[src/rtl/gpmask_pkg.sv]
package gpmask_pkg;
    // Register that an access selects
    typedef enum logic [1:0] {
        GM_SEL_NONE = 2'd0,
        GM_SEL_DATA = 2'd1,
        GM_SEL_DIR  = 2'd2
    } gm_sel_e;
endpackage

[src/rtl/gpmask_decode.sv]
module gpmask_decode
    import gpmask_pkg::*;
#(
    parameter int NUM_PINS   = 8,
    parameter int ADDR_W     = 12,
    parameter int DIR_OFFSET = 'h400
) (
    input  logic [ADDR_W-1:0]   addr_i,
    output gm_sel_e             sel_o,
    output logic [NUM_PINS-1:0] mask_o
);
    localparam int MASK_LSB = 2;
    localparam int WIN_MSB  = MASK_LSB + NUM_PINS;
    localparam logic [ADDR_W-1:0] DIR_ADDR = ADDR_W'(DIR_OFFSET);

    logic aligned;
    logic in_window;

    always_comb begin
        aligned   = (addr_i[MASK_LSB-1:0] == '0);
        in_window = (addr_i[ADDR_W-1:WIN_MSB] == '0);
        mask_o    = addr_i[WIN_MSB-1:MASK_LSB];
        if (!aligned) begin
            sel_o = GM_SEL_NONE;
        end else if (in_window) begin
            sel_o = GM_SEL_DATA;
        end else if (addr_i == DIR_ADDR) begin
            sel_o = GM_SEL_DIR;
        end else begin
            sel_o = GM_SEL_NONE;
        end
    end
endmodule

[src/rtl/gpmask_sync.sv]
module gpmask_sync #(
    parameter int NUM_PINS = 8
) (
    input  logic                clk_i,
    input  logic                rst_ni,
    input  logic [NUM_PINS-1:0] pin_i,
    output logic [NUM_PINS-1:0] sync_o
);
    typedef struct packed {
        logic [NUM_PINS-1:0] stage1;
        logic [NUM_PINS-1:0] stage2;
    } sync_t;

    sync_t state_d, state_q;

    always_comb begin
        state_d        = state_q;
        state_d.stage1 = pin_i;
        state_d.stage2 = state_q.stage1;
    end

    always_ff @(posedge clk_i or negedge rst_ni) begin
        if (!rst_ni) begin
            state_q <= '0;
        end else begin
            state_q <= state_d;
        end
    end

    assign sync_o = state_q.stage2;
endmodule

[src/rtl/gpmask_outreg.sv]
module gpmask_outreg #(
    parameter int NUM_PINS = 8
) (
    input  logic                clk_i,
    input  logic                rst_ni,
    input  logic                wr_en_i,
    input  logic [NUM_PINS-1:0] mask_i,
    input  logic [NUM_PINS-1:0] wdata_i,
    output logic [NUM_PINS-1:0] out_o
);
    typedef struct packed {
        logic [NUM_PINS-1:0] out;
    } outreg_t;

    outreg_t state_d, state_q;

    always_comb begin
        state_d = state_q;
        if (wr_en_i) begin
            state_d.out = (state_q.out & ~mask_i) | (wdata_i & mask_i);
        end
    end

    always_ff @(posedge clk_i or negedge rst_ni) begin
        if (!rst_ni) begin
            state_q <= '0;
        end else begin
            state_q <= state_d;
        end
    end

    assign out_o = state_q.out;

    // latch bits outside the mask survive a write
    a_r3_unmasked_keep: assert property (@(posedge clk_i) disable iff (!rst_ni)
        wr_en_i |=> ((state_q.out & ~$past(mask_i)) == ($past(state_q.out) & ~$past(mask_i))));

    // bits inside the mask take the written data
    a_r3_masked_take: assert property (@(posedge clk_i) disable iff (!rst_ni)
        wr_en_i |=> ((state_q.out & $past(mask_i)) == ($past(wdata_i) & $past(mask_i))));
endmodule

[src/rtl/gpmask_dirreg.sv]
module gpmask_dirreg #(
    parameter int NUM_PINS = 8
) (
    input  logic                clk_i,
    input  logic                rst_ni,
    input  logic                wr_en_i,
    input  logic [NUM_PINS-1:0] wdata_i,
    output logic [NUM_PINS-1:0] dir_o
);
    typedef struct packed {
        logic [NUM_PINS-1:0] dir;
    } dirreg_t;

    dirreg_t state_d, state_q;

    always_comb begin
        state_d = state_q;
        if (wr_en_i) begin
            state_d.dir = wdata_i;
        end
    end

    always_ff @(posedge clk_i or negedge rst_ni) begin
        if (!rst_ni) begin
            state_q <= '0;
        end else begin
            state_q <= state_d;
        end
    end

    assign dir_o = state_q.dir;

    // direction holds unless written
    a_r5_dir_hold: assert property (@(posedge clk_i) disable iff (!rst_ni)
        !wr_en_i |=> $stable(state_q.dir));
endmodule

[src/rtl/gpmask_port.sv]
module gpmask_port
    import gpmask_pkg::*;
#(
    parameter int NUM_PINS   = 8,
    parameter int ADDR_W     = 12,
    parameter int DIR_OFFSET = 'h400
) (
    input  logic                clk_i,
    input  logic                rst_ni,
    input  logic                psel_i,
    input  logic                penable_i,
    input  logic                pwrite_i,
    input  logic [ADDR_W-1:0]   paddr_i,
    input  logic [NUM_PINS-1:0] pwdata_i,
    output logic [NUM_PINS-1:0] prdata_o,
    input  logic [NUM_PINS-1:0] pin_i,
    output logic [NUM_PINS-1:0] pin_o,
    output logic [NUM_PINS-1:0] pin_oe_o
);
    gm_sel_e             sel;
    logic [NUM_PINS-1:0] mask;
    logic [NUM_PINS-1:0] sync_lvl;
    logic [NUM_PINS-1:0] out_lvl;
    logic [NUM_PINS-1:0] dir_lvl;
    logic [NUM_PINS-1:0] pin_level;
    logic                access;
    logic                rd_acc;
    logic                wr_acc;

    assign access = psel_i & penable_i;
    assign rd_acc = access & ~pwrite_i;
    assign wr_acc = access & pwrite_i;

    gpmask_decode #(
        .NUM_PINS  (NUM_PINS),
        .ADDR_W    (ADDR_W),
        .DIR_OFFSET(DIR_OFFSET)
    ) u_decode (
        .addr_i(paddr_i),
        .sel_o (sel),
        .mask_o(mask)
    );

    gpmask_sync #(.NUM_PINS(NUM_PINS)) u_sync (
        .clk_i (clk_i),
        .rst_ni(rst_ni),
        .pin_i (pin_i),
        .sync_o(sync_lvl)
    );

    gpmask_outreg #(.NUM_PINS(NUM_PINS)) u_outreg (
        .clk_i  (clk_i),
        .rst_ni (rst_ni),
        .wr_en_i(wr_acc && (sel == GM_SEL_DATA)),
        .mask_i (mask),
        .wdata_i(pwdata_i),
        .out_o  (out_lvl)
    );

    gpmask_dirreg #(.NUM_PINS(NUM_PINS)) u_dirreg (
        .clk_i  (clk_i),
        .rst_ni (rst_ni),
        .wr_en_i(wr_acc && (sel == GM_SEL_DIR)),
        .wdata_i(pwdata_i),
        .dir_o  (dir_lvl)
    );

    // Per-pin readback source: own latch when driving, synchroniser otherwise
    for (genvar g = 0; g < NUM_PINS; g++) begin : g_level
        assign pin_level[g] = dir_lvl[g] ? out_lvl[g] : sync_lvl[g];
    end

    always_comb begin
        prdata_o = '0;
        if (rd_acc) begin
            unique case (sel)
                GM_SEL_DATA: prdata_o = pin_level & mask;
                GM_SEL_DIR:  prdata_o = dir_lvl;
                default:     prdata_o = '0;
            endcase
        end
    end

    assign pin_o    = out_lvl;
    assign pin_oe_o = dir_lvl;

    // unselected bits of a data read are zero
    a_r2_unmasked_zero: assert property (@(posedge clk_i) disable iff (!rst_ni)
        (rd_acc && (sel == GM_SEL_DATA)) |-> ((prdata_o & ~mask) == '0));

    // unmapped reads return zero
    a_r8_unmapped_zero: assert property (@(posedge clk_i) disable iff (!rst_ni)
        (psel_i && (sel == GM_SEL_NONE)) |-> (prdata_o == '0));

    // unmapped writes leave both registers alone
    a_r8_unmapped_nowrite: assert property (@(posedge clk_i) disable iff (!rst_ni)
        (wr_acc && (sel == GM_SEL_NONE)) |=> ($stable(pin_o) && $stable(pin_oe_o)));

    // a setup phase never changes the port
    a_r9_setup_nowrite: assert property (@(posedge clk_i) disable iff (!rst_ni)
        (psel_i && !penable_i) |=> ($stable(pin_o) && $stable(pin_oe_o)));
endmodule

[config.mk]
export PLATFORM = sky130hd
export DESIGN_NAME = gpmask_port
export DESIGN_NICKNAME = d
export VERILOG_FILES = /design/src/rtl/gpmask_pkg.sv /design/src/rtl/gpmask_decode.sv /design/src/rtl/gpmask_sync.sv /design/src/rtl/gpmask_outreg.sv /design/src/rtl/gpmask_dirreg.sv /design/src/rtl/gpmask_port.sv
export SDC_FILE = /design/constraint.sdc
export NUM_CORES = 1
export LEC_CHECK = 0
export BUFFER_PORTS_ARGS = -buffer_cell sky130_fd_sc_hd__buf_2
export CORE_MARGIN = 2
export CORE_UTILIZATION = 42
export DETAILED_ROUTE_END_ITERATION = 8
export HOLD_SLACK_MARGIN = 0.06
export PLACE_DENSITY = 0.76
export REMOVE_ABC_BUFFERS = 1
export SKIP_CTS_REPAIR_TIMING = 1
export SLEW_MARGIN = 10
export SYNTH_ARGS = -nofsm -noshare
export SYNTH_HDL_FRONTEND = slang
export SYNTH_SLANG_ARGS = --single-unit
[constraint.sdc]
create_clock -name clk_i -period 1.25 [get_ports clk_i]
set_clock_uncertainty 0.2 [all_clocks]
set_input_delay 0.125 -clock clk_i [delete_from_list [all_inputs] [get_ports clk_i]]
set_output_delay 0.125 -clock clk_i [all_outputs]
set_load 0.05 [all_outputs]
==> results of run 1 <==
[layout by cell type, fill, tap and decap left out]
cell,instances
dlygate4sd3_1,19
bufinv_16,1
nor3b_1,1
clkbuf_4,5
nor3_2,1
nor3b_2,1
mux2_2,9
a32oi_2,5
nor2_2,2
nor2_1,8
buf_4,18
mux2_4,15
nand3b_1,1
dfrtp_1,32
buf_6,27
clkbuf_8,2
and4_1,1
buf_12,1
nand3_1,1
nor4_4,1
buf_2,30
nor4_2,1
nand2_8,1
nand2_1,8
a32oi_1,3
buf_8,10
[area by class of cell]
type	instances	area, sq um	area share (%)
clock inverter	1	30.0	1.20
clock buffer	7	65.1	2.59
multi-input combinational	59	612	24.4
tap	44	55.1	2.19
sequential	32	801	31.9
timing repair buffer	105	950	37.8
[report_power, final]
group	internal, mW	switching (mW)
clock	0.531	0.362
combinational	0.229	0.220
sequential	1.08	0.0276
[cells by family after synthesis]
logic type             after synthesis  share of synthesized area [%]
AND/OR/NAND/NOR                     27                           11.4
flip-flops                          32                           60.0
AO/OA/AOI/OAI                        8                           5.25
buffers and inverters                1                          0.843
multiplexers                        24                           22.5
[worst reg2reg max path, stage by stage (launching register included)]
cell and delay, ns:
dfrtp_1 0.42, buf_4 0.14, buf_6 0.12, mux2_4 0.25
[path summary, 6_finish.rpt]
kind / slack [ns] / cells after the start / end
max reg2reg: 0.02 / 3 / u_dirreg.dir_o[0]
max in group asynchronous: 0.38 / 3 / asynchronous set/reset pin
min: 0.03 / 2 / u_sync.sync_o[0]
min in group clk_i: 0.04 / 4 / flip-flop
max: -0.66 / 4 / prdata_o[6]
min reg2reg: 0.14 / 0 / u_sync.sync_o[0]
[routing by layer]
layer / track usage (%) / part of all wire (%) / routed length [um]
met5: 0 / 0 / 0
met4: 6.98 / 3.2 / 165
met3: 7.04 / 8.1 / 419
met2: 31.5 / 52 / 2700
met1: 27.5 / 36 / 1870
[through the flow]
step,hold slack (ns),setup slack (ns)
4_1_cts,-0.518,-0.615
3_5_place_dp,-0.149,-0.415
3_3_place_gp,-0.151,-0.410
6_report,0.0266,-0.655
2_1_floorplan,-0.371,-0.716
5_1_grt,0.0487,-0.686
==> out/metrics.yaml, run 1 <==
num_vias: 1306
dpl.cell_count: 220
grt_pass1_vias: 1185
fill_cells: 141
avgSynthCellArea_sq_um: 14.5
path_cells: "mux2_4 -> a32oi_2 -> nor2_2 -> buf_6"
synth_top_area_share_pct: 60.0
place_hpwl_mm: 2.56
drt_iter0_drc: 57
final_area_sq_mm: 0.00251
die-area_sq_mm: 0.00365
total_power_mw: 2.45
setup_tns_ns: -7.14
grt_pass1_wl_mm: 5.37
cp.required_ns: 0.93
synthDistinctLibCells: 16
netlist.top_cell.by_area: "dfrtp_1"
fin_crit_sh_pct: 152
drc: 0
hp-class: "in2async"
antenna_found_initial: 0
cts_tree: "done"
layout.nets: 236
finalHoldViolCount: 0
synth-edff-count: 0
overflow: 0
rows: 20
cts.sinks: 32
placed_area_sq_mm: 0.00189
synth.ff_latch_count: 32
cpPeakStageDelay_ns: 0.44
synth_area_leaders: "dfrtp_1, mux2_2, mux2_4"
power_leakage_nw: 1.23
h-tree-depth: 2
start_kind: "flip-flop"
status: "finished, violations left"
power_density_mw_per_mm2: 976
violations: "setup timing"
cts_root_buf: "clkbuf_4"
die_x_um: 60.4
clk_latency_ns: 0.34
setup_ws_ns: -0.655
synth_flop_cell: "dfrtp_1"
drtAntennaViolNets: 0
critical_path_arrival_ns: 1.58
avgRoutedWirePerCell_um: 20.8
syn_to_final_growth_pct: 88.2
start_util_pct: 44.1
synth_common_cells: "dfrtp_1, mux2_2, nor2_1"
synth_warnings: 0
drv_slew: 0
grtUsageTotal_pct: 20.6
path_clk_slew_ns: 0.11
finalCriticalPeriod_ns: 1.91
max_cap_violations: 0
post-route-util_pct: 83.0
grt_max_degree: 20
coreArea_sq_mm: 0.00303
dr.pass1.iters: 4
crit_path_max_fanout: 2
startpoint: "u_dirreg.dir_o[6]"
io_pins: 57
relSlewSlack_pct: 75.0
clockBufferDepth: 2
fmax_ghz: 0.525
fin_cells: 248
ys_async_sr_fraction_pct: 100
setup_viol: 38
worstMarginPinSlew_ns: 0.375
end_kind: "output port"
cp_top_family: "flip-flops"
ir_drop_uv: 859
numCtsBuffers: 5
timing.rr.start: "u_dirreg.dir_o[0]"
finalWirelength_mm: 5.16
critPathKind: "reg2out"
syn-cell-area_sq_mm: 0.00134
drive_above_1_share_pct: 63.7
critical_path_buf_inv_count: 1
n_antenna_cell: 0
rsz0062_at_grt: "yes"
place_congestion: 0.836
fp.dieH_um: 60.4
cp_slowest_cell: "dfrtp_1"
syn_inst: 92
ys_seq_area_share_pct: 60.0
via_per_inst: 5.27
yosysMostFrequentCell: "dfrtp_1"
numPortBuffers: 56
No activity file was read; power rests on OpenSTA's default activity.
==> run 2, diff against run 1 <==
--- a/config.mk
+++ b/config.mk
@@ -17,3 +17,4 @@
 export SYNTH_ARGS = -nofsm -noshare
 export SYNTH_HDL_FRONTEND = slang
 export SYNTH_SLANG_ARGS = --single-unit
+export TNS_END_PERCENT = 20
==> out/metrics.yaml, run 2 (same netlist as run 1, synthesis figures left out) <==
status: "finished, violations left"  # unchanged
violations: "setup timing"  # unchanged
layout.nets: 237  # was 236
timing.rr.start: "u_dirreg.dir_o[2]"  # was u_dirreg.dir_o[0]
dpl.cell_count: 220  # unchanged
setup_tns_ns: -6.62  # was -7.14 ns
cp_slowest_cell: "dfrtp_1"  # unchanged
setup_ws_ns: -0.577  # was -0.655 ns
clockBufferDepth: 2  # unchanged
reg2reg_depth: 3  # unchanged
hp-class: "in2async"  # unchanged
die-area_sq_mm: 0.00365  # unchanged
finalHoldViolCount: 0  # unchanged
rr_endpoint: "u_dirreg.dir_o[2]"  # was u_dirreg.dir_o[0]
reg2reg_slack_ns: 0.01  # was 0.02 ns
drtAntennaViolNets: 0  # unchanged
crit_end: "prdata_o[1]"  # was prdata_o[6]
crit_path_max_fanout: 2  # unchanged
grt_pass1_vias: 1185  # unchanged
drt_iter0_drc: 83  # was 57
relSlewSlack_pct: 75.5  # was 75.0%
cts_root_buf: "clkbuf_4"  # unchanged
dr.pass1.iters: 4  # unchanged
fmax_ghz: 0.547  # was 0.525 GHz
n_antenna_cell: 0  # unchanged
post-route-util_pct: 79.7  # was 83.0%
finalWirelength_mm: 4.18  # was 5.16 mm
layout_common_cells: "buf_2, dfrtp_1, buf_4, buf_6, dlygate4sd3_1"  # was dfrtp_1, buf_2, buf_6, dlygate4sd3_1, buf_4
ir_drop_uv: 937  # was 859 uV
grt_pass1_wl_mm: 5.37  # unchanged
power_leakage_nw: 1.21  # was 1.23 nW
h-tree-depth: 2  # unchanged
start_util_pct: 44.1  # unchanged
holdWs_ns: 0.0215  # was 0.0266 ns
critical_path_buf_inv_count: 1  # unchanged
cts_tree: "done"  # unchanged
overflow: 0  # unchanged
finalCriticalPeriod_ns: 1.83  # was 1.91 ns
max_cap_violations: 0  # unchanged
fin_crit_sh_pct: 146  # was 152%
layout_commonest_cell: "buf_2"  # was dfrtp_1
total_power_mw: 2.38  # was 2.45 mW
avgRoutedWirePerCell_um: 16.8  # was 20.8 um
crit_cells: 4  # unchanged
numPortBuffers: 56  # unchanged
coreArea_sq_mm: 0.00303  # unchanged
cp_top_family: "flip-flops"  # unchanged
startpoint: "u_dirreg.dir_o[1]"  # was u_dirreg.dir_o[6]
cts.sinks: 32  # unchanged
drc: 0  # unchanged
drv_slew: 0  # unchanged
power_density_mw_per_mm2: 985  # was 976 mW/mm^2
syn_to_final_growth_pct: 80.8  # was 88.2%
grt_max_degree: 20  # unchanged
start_kind: "flip-flop"  # unchanged
fill_cells: 147  # was 141
place_congestion: 0.836  # unchanged
antenna_found_initial: 0  # unchanged
place_hpwl_mm: 2.56  # unchanged
path_cells: "mux2_4 -> a32oi_1 -> nor2_1 -> buf_6"  # was mux2_4 -> a32oi_2 -> nor2_2 -> buf_6
num_vias: 1272  # was 1306
setup_viol: 30  # was 38
cpPeakStageDelay_ns: 0.41  # was 0.44 ns
clk_latency_ns: 0.33  # was 0.34 ns
critPathKind: "reg2out"  # unchanged
rsz0062_at_grt: "yes"  # unchanged
fp.dieH_um: 60.4  # unchanged
critical_path_arrival_ns: 1.50  # was 1.58 ns
end_kind: "output port"  # unchanged
io_pins: 57  # unchanged
grtUsageTotal_pct: 20.6  # unchanged
rows: 20  # unchanged
path_clk_slew_ns: 0.10  # was 0.11 ns
worstMarginPinSlew_ns: 0.367  # was 0.375 ns
numCtsBuffers: 5  # unchanged
fin_cells: 249  # was 248
cp.required_ns: 0.93  # about the same
drive_above_1_share_pct: 63.9  # was 63.7%
die_x_um: 60.4  # unchanged
via_per_inst: 5.11  # was 5.27
## run 2: cell count changes in the layout (fill, tap and decap cells not counted)
cell | before | now
buf_2 | 30 | 35
buf_4 | 18 | 29
buf_6 | 27 | 21
buf_8 | 10 | 1
mux2_2 | 9 | 10
mux2_4 | 15 | 14
## run 2: worst register-to-register path: stages, from the launching register on
cell and delay, ns:
dfrtp_1 0.41, buf_4 0.13, buf_4 0.13, mux2_4 0.26
## run 2: cell type report
class / count / area, sq um / area share, %
clock inverters: 1 / 30.0 / 1.24
flip-flops and latches: 32 / 801 / 33.2
multi-input cells: 59 / 608 / 25.2
well taps: 44 / 55.1 / 2.28
clock buffers: 7 / 65.1 / 2.70
repair buffers: 106 / 855 / 35.4
## run 2: stage by stage
stage / instance area, sq um / worst slack, ns
5_1_grt: 2410 / -0.702
2_1_floorplan: 1320 / -0.716
3_3_place_gp: 1890 / -0.410
4_1_cts: 1980 / -0.615
6_report: 2410 / -0.577
3_5_place_dp: 1890 / -0.415
## run 2: how the worst min path moves through the flow
stage | from | end | slack (ns) | cells past startpoint
finish | rst_ni | u_dirreg.dir_o[2] | 0.02 | 2
global route | rst_ni | u_sync.state_d[0] | 0.06 | 2
CTS | rst_ni | u_sync.state_d[0] | -0.52 | 1
detailed placement | rst_ni | u_dirreg.dir_o[2] | -0.15 | 1
global placement | rst_ni | u_dirreg.dir_o[2] | -0.15 | 1
floorplan | rst_ni | asynchronous set/reset pin | -0.37 | 0
## run 2: power by group
group,leakage (nW),total (mW),internal [mW],switching [mW]
Combinational,0.753,0.397,0.195,0.202
Clock,0.0515,0.878,0.531,0.347
Sequential,0.407,1.10,1.08,0.0215
## run 2: per-layer routing
| metal | up-vias | global-route usage (%) | wire length [um] | share of wire (%) |
|---|---|---|---|---|
| li1 | 567 | - | - | - |
| met1 | 630 | 27.5 | 1710 | 41 |
| met2 | 64 | 31.5 | 2120 | 51 |
| met3 | 11 | 7.04 | 260 | 6.2 |
| met4 | 0 | 6.98 | 83 | 2.0 |
| met5 | - | 0 | 0 | 0 |
==> run 3, diff against run 2 <==
--- a/config.mk
+++ b/config.mk
@@ -7,14 +7,15 @@
 export LEC_CHECK = 0
 export BUFFER_PORTS_ARGS = -buffer_cell sky130_fd_sc_hd__buf_2
 export CORE_MARGIN = 2
-export CORE_UTILIZATION = 42
+export CORE_UTILIZATION = 46
+export CTS_BUF_LIST = sky130_fd_sc_hd__clkbuf_8
 export DETAILED_ROUTE_END_ITERATION = 8
 export HOLD_SLACK_MARGIN = 0.06
-export PLACE_DENSITY = 0.76
+export PLACE_DENSITY = 0.79
 export REMOVE_ABC_BUFFERS = 1
 export SKIP_CTS_REPAIR_TIMING = 1
 export SLEW_MARGIN = 10
 export SYNTH_ARGS = -nofsm -noshare
 export SYNTH_HDL_FRONTEND = slang
 export SYNTH_SLANG_ARGS = --single-unit
-export TNS_END_PERCENT = 20
+export TNS_END_PERCENT = 100
==> constraint.sdc (replaced) <==
create_clock -name clk_i -period 2 [get_ports clk_i]
set_clock_uncertainty 0.2 [all_clocks]
set_input_delay 0.2 -clock clk_i [delete_from_list [all_inputs] [get_ports clk_i]]
set_output_delay 0.2 -clock clk_i [all_outputs]
set_load 0.05 [all_outputs]
==> out/metrics.yaml, run 3 (same netlist as run 1, synthesis figures left out) <==
status: "finished, final reports clean"  # was finished, violations left
critPathKind: "in2out"  # was reg2out
avgRoutedWirePerCell_um: 16.7  # was 16.8 um
die_x_um: 57.9  # was 60.4 um
rr_endpoint: "u_dirreg.dir_o[6]"  # was u_dirreg.dir_o[2]
placed_area_sq_mm: 0.00168  # was 0.00189 sq mm
dr.pass1.iters: 4  # unchanged
start_kind: "input pin"  # was flip-flop
h-tree-depth: 2  # unchanged
path_clk_slew_ns: 0.06  # was 0.10 ns
layout_common_cells: "buf_2, dfrtp_1, dlygate4sd3_1, mux2_2, nor2_1"  # was buf_2, dfrtp_1, buf_4, buf_6, dlygate4sd3_1
numPortBuffers: 56  # unchanged
seq_area_sq_um: 801  # unchanged
p_comb_share_pct: 13.3  # was 16.7%
fill_cells: 198  # was 147
critical_path_buf_inv_count: 3  # was 1
timing.rr.start: "u_dirreg.dir_o[6]"  # was u_dirreg.dir_o[2]
path_cells: "buf_2 -> nor3_1 -> and4_1 -> buf_4 -> a32oi_1 -> nor2_1 -> buf_2"  # was mux2_4 -> a32oi_1 -> nor2_1 -> buf_6
antenna_found_initial: 0  # unchanged
via_per_inst: 5.46  # was 5.11
cts_root_buf: "clkbuf_8"  # was clkbuf_4
place_congestion: 0.784  # was 0.836
final_area_sq_mm: 0.00196  # was 0.00241 sq mm
clkPwrFrac_pct: 36.4  # was 36.9%
grt.busiest_layer: "met2"  # unchanged
grtUsageTotal_pct: 19.2  # was 20.6%
grt_pass1_vias: 1080  # was 1185
fin_cells: 210  # was 249
use_met3_pct: 4.91  # was 7.04%
layout_commonest_cell: "buf_2"  # unchanged
cp_top_family: "simple AND/OR/NAND/NOR gates"  # was flip-flops
overflow: 0  # unchanged
cp_slowest_cell: "and4_1"  # was dfrtp_1
p_seq_share_pct: 50.3  # was 46.4%
worstMarginPinSlew_ns: 0.683  # was 0.367 ns
dpl.cell_count: 183  # was 220
relSlewSlack_pct: 54.5  # was 75.5%
max_cap_violations: 0  # unchanged
hp-class: "in2reg"  # was in2async
drc: 0  # unchanged
cts_tree: "done"  # unchanged
multi_input_area_sq_um: 523  # was 608 sq um
die-area_sq_mm: 0.00335  # was 0.00365 sq mm
drtAntennaViolNets: 0  # unchanged
fmax_ghz: 0.513
clockBufferDepth: 2  # unchanged
ir_drop_uv: 606  # was 937 uV
drive_above_1_share_pct: 53.6  # was 63.9%
coreArea_sq_mm: 0.00276  # was 0.00303 sq mm
cp.required_ns: 1.60  # was 0.93 ns
io_pins: 57  # unchanged
fin_crit_sh_pct: 97.5
num_vias: 1146  # was 1272
cpPeakStageDelay_ns: 0.32  # was 0.41 ns
rsz0062_at_grt: "yes"  # unchanged
place_hpwl_mm: 2.28  # was 2.56 mm
finalWirelength_mm: 3.51  # was 4.18 mm
power_density_mw_per_mm2: 702  # was 985 mW/mm^2
critical_path_arrival_ns: 1.55  # was 1.50 ns
n_antenna_cell: 0  # unchanged
p_sw_mw: 0.352  # was 0.570 mW
numCtsBuffers: 5  # unchanged
syn_to_final_growth_pct: 46.7  # was 80.8%
post-route-util_pct: 71.0  # was 79.7%
total_power_mw: 1.37  # was 2.38 mW
end_kind: "output port"  # unchanged
grt_max_degree: 33  # was 20
rows: 19  # was 20
setup_viol: 0  # was 30
finalCriticalPeriod_ns: 1.95
reg2reg_depth: 2  # was 3
drv_slew: 0  # unchanged
startpoint: "paddr_i[11]"  # was u_dirreg.dir_o[1]
start_util_pct: 48.4  # was 44.1%
finalHoldViolCount: 0  # unchanged
switching_share_pct: 25.6  # was 24.0%
use_met1_pct: 22.9  # was 27.5%
fp.dieH_um: 57.9  # was 60.4 um
cp_common_cell: "buf_2"
layout.nets: 211  # was 237
reg2reg_slack_ns: 0.91  # was 0.01 ns
drt_iter0_drc: 19  # was 83
cts.sinks: 32  # unchanged
whs_path_depth: 3
crit_path_max_fanout: 4  # was 2
clk_latency_ns: 0.28  # was 0.33 ns
p_int_mw: 1.02  # was 1.81 mW
grtUsageMet2_pct: 31.8  # was 31.5%
grt_pass1_wl_mm: 4.72  # was 5.37 mm
worstHoldStart: "paddr_i[3]"
power_leakage_nw: 1.02  # was 1.21 nW
## run 3: cell type report
type,instances,share of cell area (%)
Clock buffer,6,4.22
Tap cell,31,1.98
Timing Repair Buffer,80,25.8
Multi-Input combinational cell,59,26.7
Clock inverter,2,0.383
Sequential cell,32,40.9
## run 3: power by group through the flow
stage / combinational [mW] / sequential, mW / clock [mW]
finish: 0.183 / 0.691 / 0.500
detailed placement: 0.156 / 0.703 / 0
global placement: 0.151 / 0.700 / 0
CTS: 0.156 / 0.691 / 0.506
global route: 0.195 / 0.693 / 0.542
floorplan: 0.0304 / 0.747 / 0
## run 3: worst max-delay path by stage
stage | depth (start not counted) | slack, ns | to
floorplan | 3 | -0.04 | prdata_o[0]
global placement | 7 | 0.17 | prdata_o[5]
detailed placement | 7 | 0.11 | prdata_o[5]
CTS | 4 | 0.06 | prdata_o[5]
global route | 7 | -0.07 | prdata_o[6]
finish | 7 | 0.05 | prdata_o[5]
## run 3: per-layer routing
metal	part of all wire (%)	routed length, um
met4	3.1	109
met1	37	1310
met2	54	1890
met3	5.4	190
met5	0	0
## run 3: worst register-to-register path, stage by stage, from the launching register on
cell and delay (ns):
dfrtp_1 0.39, buf_4 0.15, mux2_4 0.25
## run 3: through the flow
step / hold slack, ns / setup TNS (ns) / worst slack (ns)
after floorplan: -0.296 / -0.326 / -0.0408
after global placement: 0.0719 / 0 / 0.175
after detailed placement: 0.0813 / 0 / 0.109
after CTS: -0.226 / 0 / 0.0589
after global routing: 0.0743 / -0.197 / -0.0722
final: 0.0666 / 0 / 0.0509
